==> src/rtl/trh_pkg.sv <==
package trh_pkg;

    // Export sequencer states
    typedef enum logic [1:0] {
        EXP_IDLE = 2'd0,
        EXP_SNAP = 2'd1,
        EXP_EDGE = 2'd2
    } exp_state_t;

endpackage

==> src/rtl/trh_hit_decode.sv <==
module trh_hit_decode #(
    parameter int KBINS = 16,
    parameter int PBINS = 10,
    parameter int NHITS = 4,
    parameter int KIW   = $clog2(KBINS + 1),
    parameter int PIW   = $clog2(PBINS + 1)
) (
    input  logic [NHITS-1:0]       hit_valid,
    input  logic [NHITS*KIW-1:0]   hit_kappa,
    input  logic [NHITS*PIW-1:0]   hit_phi,
    output logic [NHITS-1:0]       hit_bad,
    output logic [NHITS*KBINS-1:0] kap_sel,
    output logic [NHITS*PBINS-1:0] phi_sel
);

    localparam logic [KIW-1:0] KLIM = KIW'(KBINS);
    localparam logic [PIW-1:0] PLIM = PIW'(PBINS);

    for (genvar h = 0; h < NHITS; h++) begin : g_hit
        logic [KIW-1:0] kidx;
        logic [PIW-1:0] pidx;
        logic           in_range;
        logic           usable;

        assign kidx     = hit_kappa[h*KIW +: KIW];
        assign pidx     = hit_phi[h*PIW +: PIW];
        assign in_range = (kidx < KLIM) && (pidx < PLIM);
        assign usable   = hit_valid[h] && in_range;
        assign hit_bad[h] = hit_valid[h] && !in_range;

        always_comb begin
            for (int k = 0; k < KBINS; k++) begin
                kap_sel[h*KBINS + k] = usable && (kidx == KIW'(k));
            end
            for (int p = 0; p < PBINS; p++) begin
                phi_sel[h*PBINS + p] = usable && (pidx == PIW'(p));
            end
        end
    end

endmodule

==> src/rtl/trh_cell.sv <==
module trh_cell #(
    parameter int NHITS = 4,
    parameter int CW    = 4
) (
    input  logic             clk,
    input  logic             rst_n,
    input  logic             clr,
    input  logic [NHITS-1:0] match,
    output logic [CW-1:0]    frozen
);

    localparam int SW = $clog2(NHITS + 1);
    localparam int TW = CW + SW;
    localparam logic [TW-1:0] MAXV = TW'((1 << CW) - 1);

    logic [CW-1:0] live;
    logic [SW-1:0] hits_here;
    logic [TW-1:0] base;
    logic [TW-1:0] total;
    logic [CW-1:0] live_nxt;

    always_comb begin
        hits_here = SW'($countones(match));
        base      = clr ? '0 : TW'(live);
        total     = base + TW'(hits_here);
        live_nxt  = (total > MAXV) ? MAXV[CW-1:0] : total[CW-1:0];
    end

    always_ff @(posedge clk or negedge rst_n) begin
        if (!rst_n) begin
            live   <= '0;
            frozen <= '0;
        end else begin
            live <= live_nxt;
            if (clr) begin
                frozen <= live;
            end
        end
    end

endmodule

==> src/rtl/trh_export.sv <==
module trh_export
    import trh_pkg::*;
#(
    parameter int KBINS = 16,
    parameter int CW    = 4
) (
    input  logic                clk,
    input  logic                rst_n,
    input  logic                clr,
    input  logic [KBINS*CW-1:0] edge_src,
    output logic                frz_valid,
    output logic                edge_valid,
    output logic [KBINS*CW-1:0] edge_col
);

    exp_state_t state;
    exp_state_t state_nxt;

    // State register
    always_ff @(posedge clk or negedge rst_n) begin
        if (!rst_n) begin
            state <= EXP_IDLE;
        end else begin
            state <= state_nxt;
        end
    end

    // Transitions: freeze, refreeze, publish, done
    always_comb begin
        state_nxt = state;
        unique case (state)
            EXP_IDLE: if (clr) state_nxt = EXP_SNAP;
            EXP_SNAP: state_nxt = clr ? EXP_SNAP : EXP_EDGE;
            EXP_EDGE: state_nxt = clr ? EXP_SNAP : EXP_IDLE;
            default:  state_nxt = EXP_IDLE;
        endcase
    end

    // Outputs
    always_comb begin
        frz_valid  = (state == EXP_SNAP);
        edge_valid = (state == EXP_EDGE);
    end

    always_ff @(posedge clk or negedge rst_n) begin
        if (!rst_n) begin
            edge_col <= '0;
        end else if (state == EXP_SNAP && !clr) begin
            edge_col <= edge_src;
        end
    end

endmodule

==> src/rtl/trh_region_hist.sv <==
module trh_region_hist #(
    parameter int KBINS = 16,
    parameter int PBINS = 10,
    parameter int NHITS = 4,
    parameter int CW    = 4,
    parameter int KIW   = $clog2(KBINS + 1),
    parameter int PIW   = $clog2(PBINS + 1)
) (
    input  logic                      clk,
    input  logic                      rst_n,
    input  logic                      bx_clear,
    input  logic [NHITS-1:0]          hit_valid,
    input  logic [NHITS*KIW-1:0]      hit_kappa,
    input  logic [NHITS*PIW-1:0]      hit_phi,
    output logic [KBINS*PBINS*CW-1:0] hist_out,
    output logic                      frz_valid,
    output logic [KBINS*CW-1:0]       edge_col,
    output logic                      edge_valid,
    output logic                      hit_err
);

    localparam int EDGE_P = PBINS - 1;

    logic [NHITS-1:0]       hit_bad;
    logic [NHITS*KBINS-1:0] kap_sel;
    logic [NHITS*PBINS-1:0] phi_sel;
    logic [KBINS*CW-1:0]    edge_src;

    trh_hit_decode #(
        .KBINS(KBINS), .PBINS(PBINS), .NHITS(NHITS), .KIW(KIW), .PIW(PIW)
    ) u_dec (
        .hit_valid (hit_valid),
        .hit_kappa (hit_kappa),
        .hit_phi   (hit_phi),
        .hit_bad   (hit_bad),
        .kap_sel   (kap_sel),
        .phi_sel   (phi_sel)
    );

    for (genvar k = 0; k < KBINS; k++) begin : g_kap
        for (genvar p = 0; p < PBINS; p++) begin : g_phi
            logic [NHITS-1:0] match;
            for (genvar h = 0; h < NHITS; h++) begin : g_m
                assign match[h] = kap_sel[h*KBINS + k] & phi_sel[h*PBINS + p];
            end
            trh_cell #(.NHITS(NHITS), .CW(CW)) u_cell (
                .clk    (clk),
                .rst_n  (rst_n),
                .clr    (bx_clear),
                .match  (match),
                .frozen (hist_out[(k*PBINS + p)*CW +: CW])
            );
        end
        assign edge_src[k*CW +: CW] = hist_out[(k*PBINS + EDGE_P)*CW +: CW];
    end

    trh_export #(.KBINS(KBINS), .CW(CW)) u_exp (
        .clk        (clk),
        .rst_n      (rst_n),
        .clr        (bx_clear),
        .edge_src   (edge_src),
        .frz_valid  (frz_valid),
        .edge_valid (edge_valid),
        .edge_col   (edge_col)
    );

    always_ff @(posedge clk or negedge rst_n) begin
        if (!rst_n) begin
            hit_err <= 1'b0;
        end else if (|hit_bad) begin
            hit_err <= 1'b1;
        end
    end

endmodule

==> config.mk <==
export PLATFORM = sky130hd
export DESIGN_NAME = trh_region_hist
export DESIGN_NICKNAME = d
export VERILOG_FILES = /design/src/rtl/trh_pkg.sv /design/src/rtl/trh_hit_decode.sv /design/src/rtl/trh_cell.sv /design/src/rtl/trh_export.sv /design/src/rtl/trh_region_hist.sv
export SDC_FILE = /design/constraint.sdc
export NUM_CORES = 2
export LEC_CHECK = 0
export BUFFER_PORTS_ARGS = -buffer_cell sky130_fd_sc_hd__buf_2
export CAP_MARGIN = 30
export CELL_PAD_IN_SITES_DETAIL_PLACEMENT = 1
export CELL_PAD_IN_SITES_GLOBAL_PLACEMENT = 1
export CORE_MARGIN = 2
export CORE_UTILIZATION = 53
export CTS_CLUSTER_SIZE = 8
export DETAILED_ROUTE_END_ITERATION = 8
export GPL_TIMING_DRIVEN = 0
export PLACE_DENSITY = 0.9
export SETUP_SLACK_MARGIN = 0.3
export SLEW_MARGIN = 20
export SYNTH_ARGS = -nofsm -noshare
export SYNTH_HDL_FRONTEND = slang
export SYNTH_SLANG_ARGS = --single-unit
==> constraint.sdc <==
create_clock -name clk -period 2.9 [get_ports clk]
set_input_delay 0.58 -clock clk [delete_from_list [all_inputs] [get_ports clk]]
set_output_delay 0.58 -clock clk [all_outputs]
set_load 0.005 [all_outputs]
==> summary.txt, run 1 <==
Clocking
  • H-tree depth: 4
  • Root buffer cell: clkbuf_16
  • CTS Sinks: 1347
  • Clk buf depth: 3
  • CTS Buf Count: 188

Logic synthesis
  • Seq/Total Area, Yosys: 41.53%
  • Post-synth top area cell: dfrtp_1
  • Share of the synthesized area in the top cell type: 41.53%
  • Syn Area/Cell: 11.40 µm²
  • Mapped Nets: 8446
  • Syn. warnings: 0
  • Cells after synthesis: 7123
  • Post-synthesis sequential element count: 1347
  • Yosys cell types: 41
  • Area contributors post-synth: dfrtp_1 (42%), ha_1 (15%), mux2_2 (9.8%), fa_1 (7.9%), nor2b_1 (3.8%)
  • Cell area after synthesis: 81170 µm²

Placement
  • Placed Cells: 9933
  • Final GP Congestion: 0.9533
  • Dpl hpwl: 250200 µm
  • I/O Buffers: 745

Die
  • Initial Util: 53.37%
  • # IOs: 750
  • Die height: 395.3 µm
  • Die width: 395.3 µm
  • Num rows: 143

Global route
  • Vias in the first global route: 91870
  • Grt ovf: 4
  • Pin count of the biggest net entering global routing: 135
  • GRT Total Usage: 66.05%
  • First-pass GRT wire length: 723700 µm

Run status
  • Err: [ERROR GRT-0116] Global routing finished with congestion. Check the congestion regions in the DRC Viewer.
  • Status: did not finish
  • Exit stage: global routing (5_1_grt)
## through the flow
stage	area [µm²]	utilization, %	TNS (ns)	hold slack [ns]	worst slack [ns]
after CTS	104400	68.63	-53.80	0.2305	-0.2666
after detailed placement	89210	58.66	-1050.15	0.4635	-2.306
after global placement	88530	58.21	-	0.4545	-28.75
after floorplan	82260	-	-255.00	0.2844	-0.6713
## per-layer routing
layer,GRT overflow,GRT usage (%)
met5,0,18.13
met4,2,69.87
met3,1,46.08
met2,1,87.86
met1,0,62.94
## synthesized netlist by cell type
| library cell | n |
|---|---|
| nand4b_1 | 3 |
| o21ai_2 | 1 |
| or2_2 | 320 |
| and3b_1 | 15 |
| or3b_2 | 4 |
| nor3b_1 | 16 |
| a211oi_1 | 2 |
| and4bb_2 | 1 |
| xnor2_1 | 159 |
| and4b_1 | 3 |
| buf_4 | 12 |
| fa_1 | 320 |
| nand3b_1 | 19 |
| a21oi_1 | 478 |
| nand2b_1 | 60 |
| buf_2 | 92 |
| nor3_1 | 168 |
| nor4b_2 | 4 |
| and4bb_1 | 1 |
| clkbuf_1 | 103 |
| nand4bb_1 | 1 |
| or4_1 | 160 |
| o21ai_0 | 162 |
| nand4_1 | 14 |
| or3_1 | 3 |
| mux2_2 | 704 |
| nor2_1 | 804 |
| nor2b_1 | 496 |
| and3_1 | 4 |
| nand3_1 | 67 |
| o22ai_1 | 1 |
| a21boi_0 | 3 |
| a31oi_1 | 2 |
| a21o_1 | 160 |
| nor4bb_1 | 3 |
| ha_1 | 960 |
| nand2_1 | 28 |
| nand2b_4 | 100 |
| o21ai_1 | 2 |
| inv_1 | 321 |
| dfrtp_1 | 1347 |
## kinds of logic after synthesis
family / count (synthesis) / share of synthesized area (%)
DFF: 1347 / 41.53
xor gates and xnor gates: 159 / 1.716
muxes: 704 / 9.767
adders and majority gates: 1280 / 22.69
AOI/OAI and AO/OA: 811 / 5.519
buffers and inverters: 528 / 2.639
and+or+nand+nor: 2294 / 16.14
## timing repair
action                     4_1_cts
setup buffers                  442
hold buffers                     1
pin swaps                      482
resized for setup             1209
setup endpoints to repair      665
gates cloned                    24
hold endpoints to repair        67
==> run 2: changes to the inputs <==
--- a/config.mk
+++ b/config.mk
@@ -7,15 +7,11 @@
 export LEC_CHECK = 0
 export BUFFER_PORTS_ARGS = -buffer_cell sky130_fd_sc_hd__buf_2
 export CAP_MARGIN = 30
-export CELL_PAD_IN_SITES_DETAIL_PLACEMENT = 1
-export CELL_PAD_IN_SITES_GLOBAL_PLACEMENT = 1
 export CORE_MARGIN = 2
-export CORE_UTILIZATION = 53
-export CTS_CLUSTER_SIZE = 8
+export CORE_UTILIZATION = 40
 export DETAILED_ROUTE_END_ITERATION = 8
 export GPL_TIMING_DRIVEN = 0
-export PLACE_DENSITY = 0.9
-export SETUP_SLACK_MARGIN = 0.3
+export PLACE_DENSITY_LB_ADDON = 0.15
 export SLEW_MARGIN = 20
 export SYNTH_ARGS = -nofsm -noshare
 export SYNTH_HDL_FRONTEND = slang
==> summary.txt, run 2 <==
Logic synthesis
  • Syn. warnings: 0
  • Number of synthesized flops with an enable pin: 0
  • Top cells by count, synth: dfrtp_1 (1347), ha_1 (960), nor2_1 (804)
  • Share of flip-flops with an asynchronous set or reset: 100.0%
  • Seq/Total Area, Yosys: 41.53%
  • Post-synth top area cell: dfrtp_1
  • Share of the synthesized area in the top cell type: 41.53%
  • Yosys cell types: 41
  • Mapped Nets: 8446
  • Area contributors post-synth: dfrtp_1 (42%), ha_1 (15%), mux2_2 (9.8%), fa_1 (7.9%), nor2b_1 (3.8%)
  • Post-synthesis sequential element count: 1347
  • Most common cell in the netlist: dfrtp_1
  • Cells after synthesis: 7123
  • Cell area after synthesis: 81170 µm²
  • Syn Area/Cell: 11.40 µm²
  • Most used DFF post-synth: dfrtp_1

Timing
  • WHS: 0.2552 ns
  • Final period util: 112.2%
  • Max transition margin: 33.00%
  • Post-layout min period: 3.255 ns
  • RSZ-0062 raised after global routing: true
  • Final setup margin: -0.3548 ns
  • Setup violations, final: 462
  • Clock Skew: 0.03799 ns
  • Slew Limit Fails: 0
  • Fmax: 307.2 MHz
  • Worst-Margin Slew: 0.9973 ns
  • Sum Neg Setup Slack: -55.39 ns
  • Hold Vio Cnt, Final: 0

Clocking
  • CTS tree: built
  • Clk buf depth: 3
  • CTS Buf Count: 161
  • CTS Sinks: 1347
  • Root buffer cell: clkbuf_16
  • Clock transition at path regs: 0.06 ns
  • Worst skew pair latency: 0.87 ns
  • H-tree depth: 4

Finish
  • Ratio of cells with drive above 1 in the final layout: 53.86%
  • Biggest registers after layout: g_kap.g_phi.u_cell.frozen (640), g_kap.g_phi.u_cell.live (640), u_exp.edge_col (64)
  • Fillers: 16050
  • Multi-input gate area: 57100 µm²
  • Commonest non-fill, non-tap cell in the layout: dfrtp_1
  • Layout net count: 10270
  • Register area: 33710 µm²
  • Area grow syn2layout: 45.10%
  • Most frequent cells in the layout: dfrtp_1 (1347), buf_2 (791), mux2_2 (704)

Power and ir drop
  • Power Total: 44010 µW
  • Pwr/cell area: 373.7 nW/µm²
  • Leakage Power: 0.05760 µW
  • Maximum vdd drop: 0.0006488 V

Routing
  • DRT antenna net count: 0
  • TritonRoute pass-1 iters: 5
  • Drt initial violations: 4887
  • Vias: 65320
  • Via density: 5.547
  • Routed len/inst: 29.98 µm
  • Total wire length: 353000 µm
  • DRC violations left: 0

Placement
  • I/O Buffers: 745
  • Final GP Congestion: 0.9191
  • Dpl hpwl: 226900 µm

Worst setup path
  • Worst R2R End: u_exp.edge_col[63]
  • Worst Path Max Fanout: 7
  • Worst setup path category: in -> reg
  • Critical Path RT: 3.62 ns
  • Worst path slowest cell: and3b_1
  • Slowest stage delay, CP: 0.59 ns
  • R2R cell count: 5
  • CP Cell Sequence: buf_2 > and3b_1 > nand3_4 > buf_4 > nor2_1 > ha_1 > ha_4 > fa_2 > fa_2 > or4_1 > a21o_1
  • Delay-heaviest family, CP: simple AND/OR/NAND/NOR gates
  • R2R setup slack: 0.12 ns
  • Critical path startpoint category: input pin
  • Crit path top cell by count: fa_2
  • Endpoint type of the worst setup path: register
  • CP arrival: 3.98 ns
  • Crit path buffers/inverters: 2
  • RR Startpoint: u_exp.state[0]

Die
  • Die area: 206500 µm²
  • # IOs: 750
  • Initial Util: 40.20%
  • Num rows: 165
  • Die height: 454.5 µm
  • Core area: 201900 µm²
  • Die width: 454.5 µm

Global route
  • Vias in the first global route: 64150
  • Initial antenna violation count: 36
  • Grt ovf: 0
  • GRT Total Usage: 31.86%
  • First-pass GRT wire length: 463100 µm
  • Pin count of the biggest net entering global routing: 134

Flow run
  • Max cap viols: 0

Worst hold path
  • Hold WC Path Type: in -> async

Run status
  • Failing checks: setup timing
  • Status: complete, but fails checks
==> run 2: cell counts after synthesis <==
Identical to the previous run, type by type.
==> run 2: cell type report <==
cell class,count,area share (%)
inverter,321,1.023
clock buffer,221,3.905
antenna,28,0.05949
clock inverter,75,0.9997
tap,2672,2.839
buffer,206,1.757
multi-input combinational,5264,48.48
sequential,1347,28.62
timing repair buffer,1641,12.31
==> run 2: worst max path at each step <==
stage                             from                                  end  slack [ns]  cells after the start
after floorplan             hit_phi[0]     g_kap[7].g_phi[6].u_cell.live[3]       -0.67                     11
after global placement           rst_n  g_kap[12].g_phi[0].u_cell.frozen[1]      -30.35                      1
after detailed placement    hit_phi[4]     g_kap[0].g_phi[4].u_cell.live[3]       -2.40                     11
after CTS                 hit_kappa[4]    g_kap[15].g_phi[9].u_cell.live[3]       -0.19                     12
after global routing       hit_phi[13]    g_kap[13].g_phi[8].u_cell.live[3]       -0.38                     13
final                     hit_kappa[7]     g_kap[3].g_phi[1].u_cell.live[3]       -0.35                     11
==> run 2: kinds of logic after synthesis <==
kind of cell / synth area share (%)
AO/OA/AOI/OAI: 5.519
XOR/XNOR: 1.716
adder cells (fa/ha/maj): 22.69
buffers and inverters: 2.639
flip-flops: 41.53
multiplexers: 9.767
AND/OR/NAND/NOR: 16.14
==> run 2: repair_timing <==
item	in CTS	in global routing
pin swaps	512	1018
endpoints found under the setup margin	659	509
endpoints found under the hold margin	81	0
hold buffers	1	0
cloned	42	13
setup buffers	440	404
gates resized for setup	1040	1874
==> run 2: per-stage QoR <==
stage	utilization [%]	cell area [µm²]	setup slack, ns	std cells
final	58.33	117800	-0.3548	11780
after global routing	58.31	117700	-0.3813	11760
after CTS	52.25	105500	-0.1907	11360
after detailed placement	44.62	90090	-2.395	10580
after global placement	44.24	89330	-30.35	10540
after floorplan	-	82260	-0.6713	7123
==> run 2: report_power, final <==
part / total, µW / leakage [µW] / internal (µW) / switching (µW)
combinational: 2810 / 0.0360 / 968 / 1840
sequential: 18800 / 0.0188 / 18800 / 7.58
clock: 22400 / 0.00281 / 13300 / 9120
==> run 2: per-layer routing <==
layer	wire length, µm	GRT usage (%)	up-vias
li1	-	-	28270
met2	159000	49.66	2722
met1	133400	38.43	33240
met4	34590	24.76	6
met5	34	0	-
met3	25970	6.810	1088
Power figures use the tool's default switching activity.
